## config.mk

```make
export PLATFORM = sky130hd
export DESIGN_NAME = xfer_len_tracker
export DESIGN_NICKNAME = d
export VERILOG_FILES = /design/src/rtl/xlt_pkg.sv /design/src/rtl/xlt_len_calc.sv /design/src/rtl/xlt_window.sv /design/src/rtl/xlt_status.sv /design/src/rtl/xlt_len_tracker.sv
export SDC_FILE = /design/constraint.sdc
export NUM_CORES = 1
export LEC_CHECK = 0
export BUFFER_PORTS_ARGS = -buffer_cell sky130_fd_sc_hd__buf_2
export CORE_AREA = 2 2 125 78
export CTS_BUF_LIST = sky130_fd_sc_hd__clkbuf_4 sky130_fd_sc_hd__clkbuf_8 sky130_fd_sc_hd__clkbuf_16
export DETAILED_ROUTE_END_ITERATION = 7
export DIE_AREA = 0 0 127 80
export GPL_ROUTABILITY_DRIVEN = 0
export PLACE_DENSITY = 0.79
export SLEW_MARGIN = 20
export SYNTH_ARGS = -nofsm -noshare
export SYNTH_HDL_FRONTEND = slang
export SYNTH_SLANG_ARGS = --single-unit
export TNS_END_PERCENT = 1
```

## constraint.sdc

```tcl
create_clock -name clk -period 6.7 [get_ports clk]
set_input_delay 1.34 -clock clk [delete_from_list [all_inputs] [get_ports clk]]
set_output_delay 1.34 -clock clk [all_outputs]
set_load 0.02 [all_outputs]
```

## src/rtl/xlt_pkg.sv

```systemverilog
// Shared types for the transfer length tracker.
// Assumes nothing beyond the parameters of the top.
package xlt_pkg;
    typedef enum logic [1:0] {
        XS_IDLE = 2'd0,
        XS_RUN  = 2'd1,
        XS_WAIT = 2'd2
    } xlt_state_e;

    localparam int FLAGS_ON_STATUS = 2;
endpackage

```

## src/rtl/xlt_len_calc.sv

```systemverilog
// Effective window length: min of the programmed count (zero = 2**CNT_W)
// and the limit, which is CMD_CAP in command phase or |dev_len| otherwise.
// Also reports direction and whether the device holds more than the count.
// Purely combinational; assumes dev_len is two's complement.
module xlt_len_calc #(
    parameter int CNT_W   = 16,
    parameter int DEV_W   = 24,
    parameter int CMD_CAP = 32
) (
    input  logic [CNT_W-1:0]        prog_cnt,
    input  logic signed [DEV_W-1:0] dev_len,
    input  logic                    cmd,
    output logic [CNT_W:0]          eff_len,
    output logic                    dir_out,
    output logic                    more_dev
);
    localparam int MW = (DEV_W > CNT_W + 1) ? DEV_W : CNT_W + 1;

    logic [DEV_W-1:0] mag_raw;
    logic [MW-1:0]    full_cnt;
    logic [MW-1:0]    mag;
    logic [MW-1:0]    lim;
    logic [MW-1:0]    pick;

    // Compute magnitudes, the limit and the minimum.
    always_comb begin
        mag_raw  = dev_len[DEV_W-1] ? DEV_W'(-dev_len) : DEV_W'(dev_len);
        mag      = MW'(mag_raw);
        full_cnt = (prog_cnt == '0) ? (MW'(1) << CNT_W) : MW'(prog_cnt);
        lim      = cmd ? MW'(CMD_CAP) : mag;
        pick     = (full_cnt < lim) ? full_cnt : lim;
        eff_len  = (CNT_W+1)'(pick);
        dir_out  = !cmd && dev_len[DEV_W-1];
        more_dev = !cmd && !dev_len[DEV_W-1] && (mag > full_cnt);
    end
endmodule

```

## src/rtl/xlt_window.sv

```systemverilog
// Window down-counter: loads the effective length and drops by one per
// accepted beat. Assumes dec is only raised while the count is nonzero.
module xlt_window #(
    parameter int CNT_W = 16
) (
    input  logic           clk,
    input  logic           rst_n,
    input  logic           load,
    input  logic [CNT_W:0] load_val,
    input  logic           dec,
    output logic [CNT_W:0] remain,
    output logic           last
);
    // Hold, load or decrement the remaining byte count.
    always_ff @(posedge clk) begin
        if (!rst_n)
            remain <= '0;
        else if (load)
            remain <= load_val;
        else if (dec && remain != '0)
            remain <= remain - 1'b1;
    end

    assign last = (remain == (CNT_W+1)'(1));

    p_dec_one_r5: assert property (@(posedge clk) disable iff (!rst_n)
        (dec && !load && remain != '0) |=> (remain == $past(remain) - 1'b1));
endmodule

```

## src/rtl/xlt_status.sv

```systemverilog
// Status, interrupt cause and flags holding registers. Start clears the
// status and cause bits; completion and status response set them.
// Assumes the three strobes are mutually exclusive.
module xlt_status #(
    parameter int FLAGS_W = 5
) (
    input  logic               clk,
    input  logic               rst_n,
    input  logic               clr_start,
    input  logic               complete,
    input  logic               stat_post,
    output logic               tc_flag,
    output logic               st_flag,
    output logic               intr_bs,
    output logic               intr_fc,
    output logic [FLAGS_W-1:0] flags_val,
    output logic               intr_pulse
);
    import xlt_pkg::*;

    // Update status bits, causes and flags on each event.
    always_ff @(posedge clk) begin
        if (!rst_n) begin
            tc_flag    <= 1'b0;
            st_flag    <= 1'b0;
            intr_bs    <= 1'b0;
            intr_fc    <= 1'b0;
            flags_val  <= '0;
            intr_pulse <= 1'b0;
        end else begin
            intr_pulse <= complete || stat_post;
            if (complete) begin
                tc_flag   <= 1'b1;
                intr_bs   <= 1'b1;
                intr_fc   <= 1'b0;
                flags_val <= '0;
            end else if (stat_post) begin
                tc_flag   <= 1'b1;
                st_flag   <= 1'b1;
                intr_bs   <= 1'b1;
                intr_fc   <= 1'b1;
                flags_val <= FLAGS_W'(FLAGS_ON_STATUS);
            end else if (clr_start) begin
                tc_flag   <= 1'b0;
                st_flag   <= 1'b0;
                intr_bs   <= 1'b0;
                intr_fc   <= 1'b0;
            end
        end
    end

    p_done_sets_tc_r6: assert property (@(posedge clk) disable iff (!rst_n)
        complete |=> (tc_flag && intr_bs && !intr_fc && intr_pulse));
    p_pulse_single_r6: assert property (@(posedge clk) disable iff (!rst_n)
        (intr_pulse && !complete && !stat_post) |=> !intr_pulse);
    p_start_clears_r4: assert property (@(posedge clk) disable iff (!rst_n)
        (clr_start && !complete) |=> !tc_flag);
endmodule

```

## src/rtl/xlt_len_tracker.sv

```systemverilog
// Top: information-transfer length tracker. Holds the readable count,
// sizes each window, runs the beat counter and decides between immediate
// and device-deferred completion. Assumes start, reload and status_rsp
// are single-cycle pulses from the register front end.
module xfer_len_tracker #(
    parameter int CNT_W   = 16,
    parameter int DEV_W   = 24,
    parameter int CMD_CAP = 32,
    parameter int FLAGS_W = 5
) (
    input  logic                    clk,
    input  logic                    rst_n,
    input  logic [CNT_W/2-1:0]      cnt_lo_in,
    input  logic [CNT_W/2-1:0]      cnt_hi_in,
    input  logic                    reload,
    input  logic                    start,
    input  logic signed [DEV_W-1:0] dev_len,
    input  logic                    cmd_phase,
    input  logic                    dev_avail,
    input  logic                    beat_ack,
    input  logic                    dev_done,
    input  logic                    status_rsp,
    output logic [CNT_W-1:0]        cnt_rd,
    output logic [CNT_W:0]          remain,
    output logic                    dma_req,
    output logic                    to_dev,
    output logic                    xfer_busy,
    output logic                    tc_flag,
    output logic                    st_flag,
    output logic                    intr_bs,
    output logic                    intr_fc,
    output logic [FLAGS_W-1:0]      flags_val,
    output logic                    intr_pulse
);
    import xlt_pkg::*;

    xlt_state_e     state;
    logic           imm_q;
    logic [CNT_W:0] eff_len;
    logic           dir_now;
    logic           more_dev;
    logic           idle;
    logic           go;
    logic           go_zero;
    logic           beat_ok;
    logic           last;
    logic           complete;
    logic           stat_post;

    xlt_len_calc #(.CNT_W(CNT_W), .DEV_W(DEV_W), .CMD_CAP(CMD_CAP)) u_calc (
        .prog_cnt (cnt_rd),
        .dev_len  (dev_len),
        .cmd      (cmd_phase),
        .eff_len  (eff_len),
        .dir_out  (dir_now),
        .more_dev (more_dev)
    );

    // Decode the events of this cycle.
    always_comb begin
        idle      = (state == XS_IDLE);
        go        = idle && start;
        go_zero   = go && (eff_len == '0);
        beat_ok   = dma_req && beat_ack;
        complete  = go_zero
                 || (beat_ok && last && imm_q)
                 || ((state == XS_WAIT) && dev_done);
        stat_post = idle && status_rsp && !start;
    end

    assign dma_req   = (state == XS_RUN) && dev_avail;
    assign xfer_busy = !idle;

    xlt_window #(.CNT_W(CNT_W)) u_win (
        .clk      (clk),
        .rst_n    (rst_n),
        .load     (go),
        .load_val (eff_len),
        .dec      (beat_ok),
        .remain   (remain),
        .last     (last)
    );

    xlt_status #(.FLAGS_W(FLAGS_W)) u_stat (
        .clk        (clk),
        .rst_n      (rst_n),
        .clr_start  (go),
        .complete   (complete),
        .stat_post  (stat_post),
        .tc_flag    (tc_flag),
        .st_flag    (st_flag),
        .intr_bs    (intr_bs),
        .intr_fc    (intr_fc),
        .flags_val  (flags_val),
        .intr_pulse (intr_pulse)
    );

    // Transfer state: idle, counting beats, or waiting for device done.
    always_ff @(posedge clk) begin
        if (!rst_n) begin
            state  <= XS_IDLE;
            imm_q  <= 1'b0;
            to_dev <= 1'b0;
        end else begin
            case (state)
                XS_IDLE: if (go && !go_zero) begin
                    state  <= XS_RUN;
                    imm_q  <= cmd_phase || more_dev;
                    to_dev <= dir_now;
                end
                XS_RUN: if (beat_ok && last)
                    state <= imm_q ? XS_IDLE : XS_WAIT;
                XS_WAIT: if (dev_done)
                    state <= XS_IDLE;
                default: state <= XS_IDLE;
            endcase
        end
    end

    // Readable count: reload while idle, zeroed by completion.
    always_ff @(posedge clk) begin
        if (!rst_n)
            cnt_rd <= '0;
        else if (complete)
            cnt_rd <= '0;
        else if (reload && idle)
            cnt_rd <= {cnt_hi_in, cnt_lo_in};
    end

    p_reload_busy_r2: assert property (@(posedge clk) disable iff (!rst_n)
        (reload && !idle) |=> (cnt_rd == $past(cnt_rd) || cnt_rd == '0));
    p_run_nonzero_r5: assert property (@(posedge clk) disable iff (!rst_n)
        (state == XS_RUN) |-> (remain != '0));
    p_wait_quiet_r7: assert property (@(posedge clk) disable iff (!rst_n)
        (state == XS_WAIT) |-> (!dma_req && remain == '0));
    p_zero_done_r8: assert property (@(posedge clk) disable iff (!rst_n)
        go_zero |=> (!xfer_busy && intr_pulse));
    p_status_idle_r9: assert property (@(posedge clk) disable iff (!rst_n)
        (status_rsp && !idle && !complete) |=> !st_flag);
endmodule

```

==> results.toml <==
[cells_and_area]
finalNonFillerCells = 702
n_antenna_cell = 0
fill_cells = 889
stdcell_area_um2 = 4490
post-route-util_pct = 50.0
drive_above_1_share_pct = 24.1
fin_nets = 671
area_growth_pct = 13.5
multi_input_area_um2 = 2750
final_cell_mix = "buf_2, nand2_1, inv_1, dfxtp_1, a21oi_1"
regArea_um2 = 841
final_common_cell = "buf_2"

[die]
die-height_um = 80
row_count = 27
ios = 95
fp.dieArea_um2 = 10200
core_um2 = 8990
die_x_um = 127
start_util_pct = 44.1

[global_routing]
grt_max_degree = 29
grt_pass1_wl_um = 19200
antenna_found_initial = 0
overflow = 0
grt_util_all_layers_pct = 23.5
grt_pass1_vias = 3884

[timing]
final_hold_viol_count = 0
slew_violations = 0
finalClockSkew_ps = 4.82
tightest_slew_ps = 948
fin_hold_ws_ps = 481
rsz0062_at_grt = "no"
relSlewSlack_pct = 35.2
fin_ws_ps = 1010
setup_viol = 0
layout_min_cycle_time_ps = 5690
tns_ps = 0
clock.fmax_mhz = 176
min_period_over_period_pct = 85.0

[status]
status = "complete, no violations"

[place]
placed_cells = 695
place_hpwl_um = 9250
dpl_cell_area_um2 = 4360
place_ws_ps = 791
io_buffers = 90

[routing]
dr.pass1.iters = 5
routedWlPerCell_um = 16.5
vias = 4082
route.antenna.remaining_nets = 0
drcViolationCount = 0
wl_um = 11600
via_per_inst = 5.81
drt_iter0_drc = 340

[power_and_ir_drop]
ir_drop_mv = 0.107
total_power_mw = 0.804
leakage_nw = 1.97
power_density_nw_per_um2 = 179

[yosys]
synth_ff_type = "dfxtp_1"
synth_enable_flop_cells = 0
yosysWarnings = 0
netlist_area_um2 = 3960
ys_ff_latch = 42
synth_area_per_cell_um2 = 7.48
postSynthCellCount = 529
ys_seq_area_share_pct = 21.2
synthDistinctLibCells = 60
synth_async_sr_flop_share_pct = 0

[worst_setup_path]
required_ps = 6880
cp.arrival_ps = 5870
cp_max_fo = 19
max_stage_delay_ps = 680
worstSetupPathType = "primary input to flop"
crit_path_start_kind = "primary input"
critPathTopFamily = "simple AND/OR/NAND/NOR gates"
path_buf_inv = 3
path_cells = "buf_2 -> or4_1 -> or3_1 -> nand2_1 -> xor2_1 -> or2_2 -> ha_1 -> nand2_1 -> o21ai_0 -> a2111oi_0 -> a2111oi_0 -> o32a_1 -> o211a_1 -> buf_4 -> a311o_1 -> buf_4 -> a21oi_2"
crit_path_top_delay_cell = "or4_1"
end_kind = "flop"

[job]
drv_cap = 0

[clock_network]
tritoncts = "built"
ctsLongestPathBuffers = 2
clk_latency_ps = 290
cts_num_sinks = 42
postCtsHoldBufs = 0
path_clk_slew_ps = 60
ctsResizeCount = 0
cts_max_level = 2
root_buffer = "clkbuf_16"
post_cts.repair.setup_buffers = 0
cts_buffers = 5

[min_path]
hold_class = "flop to flop"
[flip-flops by register name (all words and copies together), names as in the netlist]
register,flops
cnt_rd,16
u_win.remain,17
u_stat.intr_pulse,1
state,2
u_stat.flags_val,1
u_stat.st_flag,1
to_dev,1
u_stat.intr_fc,1
u_stat.tc_flag,1
imm_q,1
[cell families (layout without fill, tap and decap cells)]
logic type | Yosys count | after routing | synth area share, %
simple gates | 192 | 192 | 25.4
other cells | 1 | 4 | 0.0947
buf+inv | 87 | 141 | 9.61
fa+ha+maj | 36 | 36 | 11.4
mux | 19 | 19 | 5.18
compound gates | 124 | 124 | 20.9
flops | 42 | 42 | 21.2
xor+xnor | 28 | 28 | 6.19
[final cells by class]
| type | count | area share (%) |
|---|---|---|
| clock buffer | 5 | 2.78 |
| sequential | 42 | 18.7 |
| clock inverter | 2 | 0.223 |
| timing repair buffer | 92 | 10.4 |
| inverter | 42 | 3.51 |
| multi-input combinational | 403 | 61.2 |
| tap | 116 | 3.23 |
[cells in the mapped netlist, drive strengths merged, types with 3 or more instances]
cell type	count	area share, %
clkbuf	34	3.2
nand4	5	0.79
xor2	15	3.3
nand2b	7	1.1
ha	36	11
nor4	12	2.1
buf	11	2.4
o211ai	3	0.70
o21a	3	0.57
nand3	7	0.88
a31oi	3	0.47
and3	3	0.47
nor3	12	1.5
or2	15	2.4
xnor2	13	2.9
o22ai	4	0.63
or3	8	1.3
or4	11	2.2
nand2	64	6.1
dfxtp	42	21
nor2	27	2.6
a211oi	3	0.57
o41ai	4	0.88
a21oi	47	6.9
o31ai	10	2.1
nor2b	6	0.95
mux2i	7	1.8
inv	42	4.0
a2111oi	5	1.1
o21ai	25	3.2
nor3b	3	0.57
nor4b	3	0.66
mux2	12	3.4
a21boi	3	0.57
[worst min-delay path: stages, from the launching register on]
cell,delay (ps)
dfxtp_1,320
nand2_1,60
o22ai_1,50
[worst paths after layout]
check                         startpoint                          end  slack (ps)  cells after the start
min reg2reg  u_stat.st_flag$_SDFFE_PN0P_  u_stat.st_flag$_SDFFE_PN0P_         480                      2
max                           dev_len[5]      cnt_rd[10]$_SDFFE_PP0P_        1010                     17
max reg2reg      cnt_rd[15]$_SDFFE_PP0P_      cnt_rd[10]$_SDFFE_PP0P_        3310                     12
min          u_stat.st_flag$_SDFFE_PN0P_  u_stat.st_flag$_SDFFE_PN0P_         480                      2
[per-layer routing]
layer  global-route usage [%]  vias up  wire (um)
met1                     33.2     1894       5620
met2                     36.2      205       4790
li1                         -     1967          -
met4                     4.40        0        104
met3                     6.03       16       1100
met5                        0        -          0
[where the power goes]
group | total (mW) | internal [mW] | switching (mW)
registers | 0.290 | 0.268 | 0.0224
logic | 0.282 | 0.110 | 0.171
clock network | 0.232 | 0.135 | 0.0975
Power figures use the tool's default switching activity.
